### config.mk
export PLATFORM = sky130hd
export DESIGN_NAME = paged_mmu
export DESIGN_NICKNAME = d
export VERILOG_FILES = /design/src/rtl/mmu_pkg.sv /design/src/rtl/mmu_tlb.sv /design/src/rtl/mmu_base_reg.sv /design/src/rtl/mmu_walker.sv /design/src/rtl/paged_mmu.sv
export SDC_FILE = /design/constraint.sdc
export NUM_CORES = 1
export LEC_CHECK = 0
export BUFFER_PORTS_ARGS = -buffer_cell sky130_fd_sc_hd__buf_2
export CORE_MARGIN = 4
export CORE_UTILIZATION = 24
export CTS_CLUSTER_DIAMETER = 80
export CTS_CLUSTER_SIZE = 10
export DETAILED_ROUTE_END_ITERATION = 10
export GPL_ROUTABILITY_DRIVEN = 0
export GPL_TIMING_DRIVEN = 0
export PLACE_DENSITY = 0.4
export SLEW_MARGIN = 10
export SYNTH_ARGS = -nofsm -noshare
export SYNTH_HDL_FRONTEND = slang
export SYNTH_SLANG_ARGS = --single-unit
### constraint.sdc
create_clock -name clk -period 6.8 [get_ports clk]
set_clock_uncertainty 0.2 [all_clocks]
set_input_delay 1.02 -clock clk [delete_from_list [all_inputs] [get_ports clk]]
set_output_delay 1.02 -clock clk [all_outputs]
set_load 0.01 [all_outputs]
### src/rtl/mmu_pkg.sv
`timescale 1ns/1ps
package mmu_pkg;
    localparam int unsigned OFS_W = 12;
    localparam int unsigned PTE_W = 32;
    localparam int unsigned PPN_W = PTE_W - OFS_W;

    typedef enum logic [1:0] {
        ACC_READ  = 2'd0,
        ACC_WRITE = 2'd1,
        ACC_EXEC  = 2'd2
    } acc_e;

    typedef enum logic [1:0] {
        FLT_NONE = 2'd0,
        FLT_PAGE = 2'd1,
        FLT_PROT = 2'd2
    } flt_e;

    // Packed so that bit 0 is the valid flag, matching the entry layout.
    typedef struct packed {
        logic usr;
        logic ex;
        logic wr;
        logic rd;
        logic vld;
    } perm_t;

    function automatic perm_t pte_perm(input logic [PTE_W-1:0] pte);
        return perm_t'(pte[4:0]);
    endfunction

    function automatic logic [PPN_W-1:0] pte_ppn(input logic [PTE_W-1:0] pte);
        return pte[PTE_W-1:OFS_W];
    endfunction

    function automatic flt_e judge(input perm_t p, input logic [1:0] kind, input logic user);
        logic deny;
        if (!p.vld) return FLT_PAGE;
        deny = user && !p.usr;
        case (kind)
            ACC_READ:  deny = deny || !p.rd;
            ACC_WRITE: deny = deny || !p.wr;
            ACC_EXEC:  deny = deny || !p.ex;
            default:   deny = 1'b1;
        endcase
        return deny ? FLT_PROT : FLT_NONE;
    endfunction
endpackage

### src/rtl/mmu_tlb.sv
`timescale 1ns/1ps
module mmu_tlb
    import mmu_pkg::*;
#(
    parameter int unsigned ENTRIES = 8,
    parameter int unsigned VPN_W   = 20
) (
    input  logic             clk,
    input  logic             rst,
    input  logic [VPN_W-1:0] lk_vpn,
    output logic             lk_hit,
    output logic [PPN_W-1:0] lk_ppn,
    output perm_t            lk_perm,
    input  logic             fill_en,
    input  logic [VPN_W-1:0] fill_vpn,
    input  logic [PPN_W-1:0] fill_ppn,
    input  perm_t            fill_perm,
    input  logic             flush
);
    localparam int unsigned PTR_W = (ENTRIES > 1) ? $clog2(ENTRIES) : 1;

    logic [ENTRIES-1:0] slot_vld;
    logic [VPN_W-1:0]   slot_vpn  [ENTRIES];
    logic [PPN_W-1:0]   slot_ppn  [ENTRIES];
    perm_t              slot_perm [ENTRIES];
    logic [ENTRIES-1:0] match;
    logic [PTR_W-1:0]   victim;

    for (genvar g = 0; g < ENTRIES; g++) begin : g_cmp
        assign match[g] = slot_vld[g] && (slot_vpn[g] == lk_vpn);
    end

    always_comb begin
        lk_hit  = |match;
        lk_ppn  = '0;
        lk_perm = '0;
        for (int i = 0; i < ENTRIES; i++) begin
            if (match[i]) begin
                lk_ppn  = lk_ppn | slot_ppn[i];
                lk_perm = lk_perm | slot_perm[i];
            end
        end
    end

    always_ff @(posedge clk) begin
        if (rst) begin
            slot_vld <= '0;
            victim   <= '0;
        end else if (flush) begin
            slot_vld <= '0;
        end else if (fill_en) begin
            slot_vld[victim] <= 1'b1;
            victim <= (victim == PTR_W'(ENTRIES - 1)) ? '0 : victim + 1'b1;
        end
    end

    always_ff @(posedge clk) begin
        if (fill_en && !flush) begin
            slot_vpn[victim]  <= fill_vpn;
            slot_ppn[victim]  <= fill_ppn;
            slot_perm[victim] <= fill_perm;
        end
    end
endmodule

### src/rtl/mmu_base_reg.sv
`timescale 1ns/1ps
module mmu_base_reg #(
    parameter int unsigned AW = 32
) (
    input  logic          clk,
    input  logic          rst,
    input  logic          wr_en,
    input  logic [AW-1:0] wr_data,
    input  logic          wr_user,
    output logic [AW-1:0] base,
    output logic          inval,
    output logic          reject
);
    assign inval = wr_en && !wr_user;

    always_ff @(posedge clk) begin
        if (rst) begin
            base   <= '0;
            reject <= 1'b0;
        end else begin
            reject <= wr_en && wr_user;
            if (inval) base <= wr_data;
        end
    end
endmodule

### src/rtl/mmu_walker.sv
`timescale 1ns/1ps
module mmu_walker
    import mmu_pkg::*;
#(
    parameter int unsigned VA_W = 32
) (
    input  logic                clk,
    input  logic                rst,
    input  logic                req_valid,
    output logic                req_ready,
    input  logic [VA_W-1:0]     req_vaddr,
    input  logic [1:0]          req_kind,
    input  logic                req_user,
    output logic [VA_W-OFS_W-1:0] lk_vpn,
    input  logic                tlb_hit,
    input  logic [PPN_W-1:0]    tlb_ppn,
    input  perm_t               tlb_perm,
    input  logic [PTE_W-1:0]    base,
    output logic                mem_req,
    output logic [PTE_W-1:0]    mem_addr,
    input  logic                mem_rvalid,
    input  logic [PTE_W-1:0]    mem_rdata,
    output logic                fill_en,
    output logic [VA_W-OFS_W-1:0] fill_vpn,
    output logic [PPN_W-1:0]    fill_ppn,
    output perm_t               fill_perm,
    output logic                walk_wait,
    output logic                rsp_valid,
    output logic [PTE_W-1:0]    rsp_paddr,
    output logic [1:0]          rsp_fault
);
    localparam int unsigned VPN_W = VA_W - OFS_W;

    typedef enum logic [1:0] {ST_IDLE, ST_ISSUE, ST_WAIT} st_e;

    typedef struct packed {
        logic [VPN_W-1:0] vpn;
        logic [OFS_W-1:0] ofs;
        logic [1:0]       kind;
        logic             user;
    } held_t;

    st_e   st;
    held_t held;
    flt_e  hit_flt, walk_flt;
    perm_t walk_perm;

    assign req_ready = (st == ST_IDLE);
    assign mem_req   = (st == ST_ISSUE);
    assign walk_wait = (st == ST_WAIT);
    assign lk_vpn    = req_vaddr[VA_W-1:OFS_W];

    assign walk_perm = pte_perm(mem_rdata);
    assign hit_flt   = judge(tlb_perm, req_kind, req_user);
    assign walk_flt  = judge(walk_perm, held.kind, held.user);

    assign fill_en   = walk_wait && mem_rvalid && walk_perm.vld;
    assign fill_vpn  = held.vpn;
    assign fill_ppn  = pte_ppn(mem_rdata);
    assign fill_perm = walk_perm;

    always_ff @(posedge clk) begin
        if (rst) begin
            st        <= ST_IDLE;
            held      <= '0;
            mem_addr  <= '0;
            rsp_valid <= 1'b0;
            rsp_paddr <= '0;
            rsp_fault <= FLT_NONE;
        end else begin
            rsp_valid <= 1'b0;
            case (st)
                ST_IDLE: begin
                    if (req_valid) begin
                        if (tlb_hit) begin
                            rsp_valid <= 1'b1;
                            rsp_fault <= hit_flt;
                            rsp_paddr <= (hit_flt == FLT_NONE)
                                       ? {tlb_ppn, req_vaddr[OFS_W-1:0]} : '0;
                        end else begin
                            held     <= '{vpn: lk_vpn, ofs: req_vaddr[OFS_W-1:0],
                                          kind: req_kind, user: req_user};
                            mem_addr <= base + PTE_W'({lk_vpn, 2'b00});
                            st       <= ST_ISSUE;
                        end
                    end
                end
                ST_ISSUE: st <= ST_WAIT;
                ST_WAIT: begin
                    if (mem_rvalid) begin
                        rsp_valid <= 1'b1;
                        rsp_fault <= walk_flt;
                        rsp_paddr <= (walk_flt == FLT_NONE)
                                   ? {pte_ppn(mem_rdata), held.ofs} : '0;
                        st        <= ST_IDLE;
                    end
                end
                default: st <= ST_IDLE;
            endcase
        end
    end
endmodule

### src/rtl/paged_mmu.sv
`timescale 1ns/1ps
module paged_mmu
    import mmu_pkg::*;
#(
    parameter int unsigned VA_W        = 32,
    parameter int unsigned TLB_ENTRIES = 8
) (
    input  logic            clk,
    input  logic            rst,
    input  logic            req_valid,
    output logic            req_ready,
    input  logic [VA_W-1:0] req_vaddr,
    input  logic [1:0]      req_kind,
    input  logic            req_user,
    output logic            rsp_valid,
    output logic [31:0]     rsp_paddr,
    output logic [1:0]      rsp_fault,
    output logic            mem_req,
    output logic [31:0]     mem_addr,
    input  logic            mem_rvalid,
    input  logic [31:0]     mem_rdata,
    input  logic            base_we,
    input  logic [31:0]     base_wdata,
    input  logic            base_user,
    output logic            base_fault,
    input  logic            flush
);
    localparam int unsigned VPN_W = VA_W - OFS_W;

    logic [VPN_W-1:0] lk_vpn, fill_vpn;
    logic             tlb_hit, fill_en, base_inval, walk_wait;
    logic [PPN_W-1:0] tlb_ppn, fill_ppn;
    perm_t            tlb_perm, fill_perm;
    logic [31:0]      base;

    mmu_base_reg #(.AW(PTE_W)) i_base (
        .clk(clk), .rst(rst), .wr_en(base_we), .wr_data(base_wdata),
        .wr_user(base_user), .base(base), .inval(base_inval), .reject(base_fault)
    );

    mmu_tlb #(.ENTRIES(TLB_ENTRIES), .VPN_W(VPN_W)) i_tlb (
        .clk(clk), .rst(rst), .lk_vpn(lk_vpn), .lk_hit(tlb_hit),
        .lk_ppn(tlb_ppn), .lk_perm(tlb_perm), .fill_en(fill_en),
        .fill_vpn(fill_vpn), .fill_ppn(fill_ppn), .fill_perm(fill_perm),
        .flush(flush || base_inval)
    );

    mmu_walker #(.VA_W(VA_W)) i_walk (
        .clk(clk), .rst(rst), .req_valid(req_valid), .req_ready(req_ready),
        .req_vaddr(req_vaddr), .req_kind(req_kind), .req_user(req_user),
        .lk_vpn(lk_vpn), .tlb_hit(tlb_hit), .tlb_ppn(tlb_ppn), .tlb_perm(tlb_perm),
        .base(base), .mem_req(mem_req), .mem_addr(mem_addr),
        .mem_rvalid(mem_rvalid), .mem_rdata(mem_rdata), .fill_en(fill_en),
        .fill_vpn(fill_vpn), .fill_ppn(fill_ppn), .fill_perm(fill_perm),
        .walk_wait(walk_wait), .rsp_valid(rsp_valid), .rsp_paddr(rsp_paddr),
        .rsp_fault(rsp_fault)
    );
endmodule

Word-level counts from Yosys, hierarchy flattened
Memories as Yosys holds them, arrays and structs flattened.
Index checks and enable logic that the tools add are counted.
{"block": "word_totals", "ff_bits": 148, "ramBits": 360, "inputBits": 106, "output_inout_bits": 70, "word_cells": 148, "memories": 3}
{"name": "i_tlb.slot_ppn", "words": 8, "width": 20, "rd": 8, "rd_clocked_by_memory_dff": 0, "wr": 1, "line_no": "mmu_tlb.sv:24", "source": "logic [PPN_W-1:0] slot_ppn [ENTRIES];"}
{"name": "i_tlb.slot_vpn", "words": 8, "width": 20, "rd": 8, "rd_clocked_by_memory_dff": 0, "wr": 1, "line_no": "mmu_tlb.sv:23", "source": "logic [VPN_W-1:0] slot_vpn [ENTRIES];"}
{"name": "i_tlb.slot_perm", "words": 8, "width": 5, "rd": 8, "rd_clocked_by_memory_dff": 0, "wr": 1, "line_no": "mmu_tlb.sv:25", "source": "perm_t slot_perm [ENTRIES];"}
{"block": "op_classes", "add_sub_neg": 2, "order_cmp": 2, "n_eq_ne": 19, "n_mux": 47, "n_bitwise": 17, "reduce_logical": 45}
{"op": "$eq A20 B20 Y1", "count": 8}
{"op": "$mux W20", "count": 8}
{"op": "$mux W32", "count": 5}
{"op": "$or A20 B20 Y20", "count": 7}
{"op": "$pmux W32 S2", "count": 1}
{"op": "$mux W5", "count": 8}
{"op": "$or A5 B5 Y5", "count": 7}
{"op": "$add A32 B22 Y32", "count": 1}
{"op": "$mux W2", "count": 10}
{"op": "$logic_and A1 B1 Y1", "count": 16}
{"op": "$logic_not A1 Y1", "count": 10}
{"op": "$logic_not A2 Y1", "count": 5}
{"op": "$mux W1", "count": 8}
{"op": "$or A8 B8 Y8", "count": 1}
{"op": "$reduce_or A8 Y1", "count": 1}
{"op": "$logic_or A1 B1 Y1", "count": 7}
{"op": "$eq A2 B1 Y1 const B", "count": 3}
{"op": "$eq A2 B2 Y1 const B", "count": 3}
{"op": "$ne A2 B2 Y1 const B", "count": 3}
{"op": "$pmux W1 S3", "count": 2}
{"op": "$pmux W2 S3", "count": 1}
{"op": "$reduce_and A3 Y1", "count": 2}
{"op": "$lt A3 B4 Y1 const B", "count": 1}
{"op": "$pmux W2 S2", "count": 1}
{"op": "other kinds (12)", "count": 13}

Longest topological paths before layout
{"block": "depth", "depth_word": 29, "mapped_depth": 14, "ltp_nobuf": 12}

Hierarchy
A second synthesis with hierarchy kept.
{"block": "hier_totals", "hier_cells": 1829, "hier_area_um2": 22472.8}
{"module": "mmu_tlb", "instances": 1, "cells_per_inst": 955, "area_each_um2": 15238.4, "seq_area_each_um2": 11030.6}
{"module": "mmu_walker", "instances": 1, "cells_per_inst": 725, "area_each_um2": 5748.0, "seq_area_each_um2": 2082.0}
{"module": "mmu_base_reg", "instances": 1, "cells_per_inst": 148, "area_each_um2": 1480.2, "seq_area_each_um2": 660.6}
{"module": "paged_mmu", "instances": 1, "cells_per_inst": 1, "area_each_um2": 6.3, "seq_area_each_um2": 0.0}

Least setup slack after synthesis
Ideal clock, no wire load.
{"block": "synth_path", "path_type": "input to register", "startpoint": "input port mem_rdata[0]", "endpoint": "memory i_tlb.slot_perm[0][0] (netlist name), enable pin", "setup_ns": 0.503, "arrival_time_ns": 4.674, "required_ns": 6.097, "path_slack_ns": 1.423, "path_stages": 5, "path_buffers": 0, "path_cell_list": "and2_1 > nand2_1 > nor2_1 > nand2_1 > nor3_1"}
{"block": "synth_between", "elab_chain_len": 4}
{"element": "start, declared", "line_no": "paged_mmu.sv:21", "source": "input logic [31:0] mem_rdata,"}
{"element": "$logic_and A1 B1 Y1", "line_no": "mmu_walker.sv:57", "source": "assign fill_en = walk_wait && mem_rvalid && walk_perm.vld;"}
{"element": "$logic_and A1 B1 Y1", "line_no": "mmu_tlb.sv:58", "source": "if (fill_en && !flush) begin"}
{"element": "$mux W1", "line_no": "mmu_tlb.sv:58"}
{"element": "$mux W1 (not written as such)", "line_no": "mmu_tlb.sv:61", "source": "slot_perm[victim] <= fill_perm;"}
{"element": "end, declared", "line_no": "mmu_tlb.sv:25"}
Every way passes these cells.

Worst setup path after layout
{"block": "layout_path", "startpoint": "input port req_vaddr[23]", "endpoint": "register i_walk.rsp_paddr[21]"}
{"block": "layout_between", "elab_chain_len": 29, "word_cells_on_any_way": 66, "classes_between": "eq/ne: 9; mux: 24; bitwise: 14; reduce/logical: 19"}
{"element": "start, declared", "line_no": "paged_mmu.sv:12", "source": "input logic [VA_W-1:0] req_vaddr,"}
{"element": "$eq A20 B20 Y1", "line_no": "mmu_tlb.sv:30", "source": "assign match[g] = slot_vld[g] && (slot_vpn[g] == lk_vpn);"}
{"element": "$logic_and A1 B1 Y1", "line_no": "mmu_tlb.sv:30"}
{"element": "$mux W5", "line_no": "mmu_tlb.sv:38", "source": "if (match[i]) begin"}
{"element": "$or A5 B5 Y5", "line_no": "mmu_tlb.sv:40", "source": "lk_perm = lk_perm | slot_perm[i];"}
{"element": "$mux W5", "line_no": "mmu_tlb.sv:38"}
{"element": "$or A5 B5 Y5", "line_no": "mmu_tlb.sv:40"}
{"element": "$mux W5", "line_no": "mmu_tlb.sv:38"}
{"element": "$or A5 B5 Y5", "line_no": "mmu_tlb.sv:40"}
{"element": "(+13 left out)"}
{"element": "$mux W1", "line_no": "mmu_pkg.sv:39", "source": "deny = user && !p.usr;"}
{"element": "$mux W2", "line_no": "mmu_pkg.sv:46", "source": "return deny ? FLT_PROT : FLT_NONE;"}
{"element": "$mux W2", "line_no": "mmu_pkg.sv:39"}
{"element": "$logic_not A2 Y1", "line_no": "mmu_walker.sv:78", "source": "rsp_paddr <= (hit_flt == FLT_NONE)"}
{"element": "$mux W32", "line_no": "mmu_walker.sv:79", "source": "? {tlb_ppn, req_vaddr[OFS_W-1:0]} : '0;"}
{"element": "$mux W32", "line_no": "mmu_walker.sv:75", "source": "if (tlb_hit) begin"}
{"element": "$mux W32", "line_no": "mmu_walker.sv:74", "source": "if (req_valid) begin"}
{"element": "$pmux W32 S2", "line_no": "mmu_walker.sv:72", "source": "case (st)"}
{"element": "end signal, assigned", "line_no": "mmu_walker.sv:78"}
{"element": "end signal, assigned", "line_no": "mmu_walker.sv:93", "source": "rsp_paddr <= (walk_flt == FLT_NONE)"}
{"element": "end, declared", "line_no": "mmu_walker.sv:29", "source": "output logic [PTE_W-1:0] rsp_paddr,"}
Parallel ways exist; a longest one is shown, timed or not. The select of a mux whose other input is x is not followed.
A chain may end at the register's enable or synchronous reset.

==> impl_results.md <==
* DR vias/cell at 4.59
* Largest net degree at the start of global routing at 23
* CP cell instances: buf_2, buf_2, xnor2_1, nand4_1, nor4_1, nand4_1, and4_1, a41oi_1, o211a_1, buf_2, nand3_1, a311oi_1
* CP startpoint kind: input pin
* Worst Tran Pin Value at 1.18 ns
* Vias at 14300
* CP max stage cell: nor4_1
* Fillers at 8970
* Multi-input gate area at 6650 um^2
* Max VDD drop at 0.000181 V
* Outcome: completed
* Register Area at 13800 um^2
* Min Tclk post-route at 4.72 ns
* I/O pins at 176
* Highest-count cells in the layout ignoring fill and taps: edfxtp_1 (360), nand2_1 (235), buf_2 (190)
* GR Overflow Total at 0
* Fin. max-slew vios at 0
* Sequential element share of the synthesized area at 65.6%
* Hold slack final at 0.251 ns
* Mapped Avg Cell Area at 12.6 um^2
* H-tree Lvls at 2
* Postcts setup bufs at 0
* Setup Crit Path Kind: in2reg
* Cell internal pwr at 5.08 mW
* Met3 GRT Util at 3.05%
* Syn Nets at 1797
* TritonCTS clock tree: yes
* Max clock buf depth at 3
* Static leakage at 8.52 nW
* Clock Latency Late Sink at 0.61 ns
* I/O Buffers at 167
* Synth warnings at 0
* Antenna Nets Post-Route at 0
* Total power at 6.66 mW
* WL final at 70800 um
* Cell mode on critical path: buf_2
* Nets@finish at 2046
* # placed instances at 3008
* Net Sw Frac at 23.7%
* Share of cells above drive strength 1 at 18.0%
* Initial Util at 24.2%
* Finished Layout Cells at 3111
* Most common cell after layout, fill and taps aside: edfxtp_1
* Vert. Die Dim at 304 um
* Die ar. at 92200 um^2
* Register bit total from synthesis at 508
* Ys flop type: edfxtp_1
* PD cells at 263 nW/um^2
* Seq pwr share at 51.2%
* Avg WL per Cell at 22.8 um
* Clock root buffer: clkbuf_16
* Setup crit end kind: register
* Worst stage delay on the critical path at 0.91 ns
* Total Routing Usage GR at 14.9%
* Place WS at 1.46 ns
* Rel. slew slack at 20.4%
* Max cap viols at 0
* Post-Syn Area at 21000 um^2
* Number of global-route vias before repair at 14300
* Hold Fails Final Rpt at 0
* DRC Markers at 0
* Rows at 108
* Worst Path Max Fanout at 10
* Count of different cell masters after synthesis at 71
* Worst min path class: reg2reg
* Area of the core at 86800 um^2
* NetSw at 1.58 mW
* Required @ worst endpoint at 7.11 ns
* Initial drt markers at 966
* Met1 usage at 20.4%
* Clk network pwr share at 42.0%
* Post-CTS Hold Buffers at 0
* Final worst slack at 2.08 ns
* Iteration count of the initial detailed-routing pass at 5
* Initial antenna violation count at 11
* Period utilisation layout at 69.4%
* TritonCTS Sinks at 508
* Comb power frac at 6.8%
* Cells after Synth at 1662
* Final Setup Violations at 0
* Worst-path clk slew at 0.06 ns
* Global route hottest layer: met2
* EDFF count, synth at 360
* Cts repair resizes at 0
* DPL Wire Length at 50700 um
* Met2 usage at 24.0%
* Async set or reset register ratio after synthesis at 0%
* Worst EP arrival at 5.03 ns
* RSZ-0062 raised after global routing: no
* CTS Buf Count at 56
* Chip width at 304 um
* Area grow syn2layout at 20.7%
* Max Fclk at 0.212 GHz
* First-pass GRT wire length at 102000 um
## layer usage
layer	wire length, um	vias up
met5	30	-
met4	1610	4
met3	3870	96
met2	32400	357
met1	32900	7225
li1	-	6610
## state kept, by name (all words and copies together), names as in the netlist, 3 cells and up
register / count
i_tlb.slot_perm: 40
i_base.base: 32
i_walk.mem_addr: 32
i_walk.rsp_paddr: 32
i_walk.held: 15
i_tlb.slot_vld: 8
i_tlb.slot_vpn: 160
i_walk.fill_vpn: 20
i_tlb.slot_ppn: 160
i_tlb.victim: 3
## power by group through the flow
stage | registers [mW] | clock network (mW) | logic, mW
2_1_floorplan | 3.46 | 0 | 0.253
3_3_place_gp | 3.48 | 0 | 0.457
3_5_place_dp | 3.48 | 0 | 0.460
4_1_cts | 3.41 | 2.89 | 0.463
5_1_grt | 3.42 | 3.01 | 0.502
6_report | 3.41 | 2.79 | 0.456
## layout make-up
class	count	share of cell area, %
antenna	4	0.0395
buffer	100	2.14
clock buffer	97	6.22
clock inverter	2	0.183
inverter	22	0.326
multi-input combinational	1032	26.2
sequential	508	54.4
tap	1155	5.70
timing repair buffer	191	4.78
## path summary, 6_finish.rpt
kind | end | from | slack (ns) | depth (start not counted)
min | i_walk.mem_addr[18] | i_walk.mem_addr[18] | 0.25 | 2
min reg2reg | i_walk.mem_addr[18] | i_walk.mem_addr[18] | 0.25 | 2
max | i_walk.rsp_paddr[21] | req_vaddr[23] | 2.08 | 12
max reg2reg | i_walk.rsp_paddr[21] | i_tlb.slot_vpn[1][6] | 2.62 | 10
## critical path, delay by kind of cell
family / cells / cell delay (ns)
xor+xnor: 1 / 0.17
compound gates: 3 / 1.21
simple gates: 5 / 1.75
buf+inv: 3 / 0.86
## per-stage QoR
step | util (%) | setup TNS (ns) | area [um^2]
2_1_floorplan | - | 0 | 21000
3_3_place_gp | 26.8 | -264.36 | 23300
3_5_place_dp | 27.3 | 0 | 23700
4_1_cts | 29.2 | 0 | 25300
5_1_grt | 29.2 | 0 | 25300
6_report | 29.2 | 0 | 25300
## kinds of logic (layout without fill, tap and decap cells)
| group | count (synthesis) | after routing | synth area share (%) |
|---|---|---|---|
| compound gates | 300 | 300 | 10.4 |
| xor+xnor | 183 | 183 | 7.64 |
| fa+ha+maj | 29 | 29 | 1.76 |
| buf+inv | 122 | 412 | 2.97 |
| flops | 508 | 508 | 65.6 |
| mux | 3 | 3 | 0.149 |
| other cells | 0 | 4 | 0 |
| simple gates | 517 | 517 | 11.5 |
## cell usage after synthesis, types with 3 or more instances
cell type | n | share of area (%)
nand2b_1 | 5 | 0.15
and4_1 | 4 | 0.17
nor4_1 | 20 | 0.60
a211oi_1 | 4 | 0.14
buf_6 | 4 | 0.21
nand4_1 | 48 | 1.4
and2_1 | 4 | 0.12
a311oi_1 | 31 | 1.3
o21bai_1 | 4 | 0.14
buf_4 | 15 | 0.54
nor3b_1 | 4 | 0.14
buf_8 | 3 | 0.21
nand2_1 | 235 | 4.2
a41oi_1 | 5 | 0.21
a31oi_1 | 5 | 0.15
ha_1 | 28 | 1.7
xor2_1 | 66 | 2.8
buf_1 | 3 | 0.054
a22oi_1 | 84 | 3.0
a21oi_1 | 89 | 2.1
a221oi_1 | 3 | 0.13
o21ai_0 | 6 | 0.14
nand3_1 | 46 | 1.1
and3_1 | 25 | 0.75
edfxtp_1 | 360 | 52
nor2_1 | 87 | 1.6
a211oi_2 | 6 | 0.36
inv_1 | 22 | 0.39
a21oi_2 | 27 | 1.1
a22o_1 | 3 | 0.13
nor3_1 | 8 | 0.19
o21a_1 | 4 | 0.14
xnor2_1 | 117 | 4.9
a21o_1 | 7 | 0.25
clkbuf_1 | 50 | 0.89
nor2b_1 | 14 | 0.42
dfxtp_1 | 148 | 14
or3_1 | 4 | 0.12
buf_2 | 23 | 0.55
(Power assumes the default switching activity.)
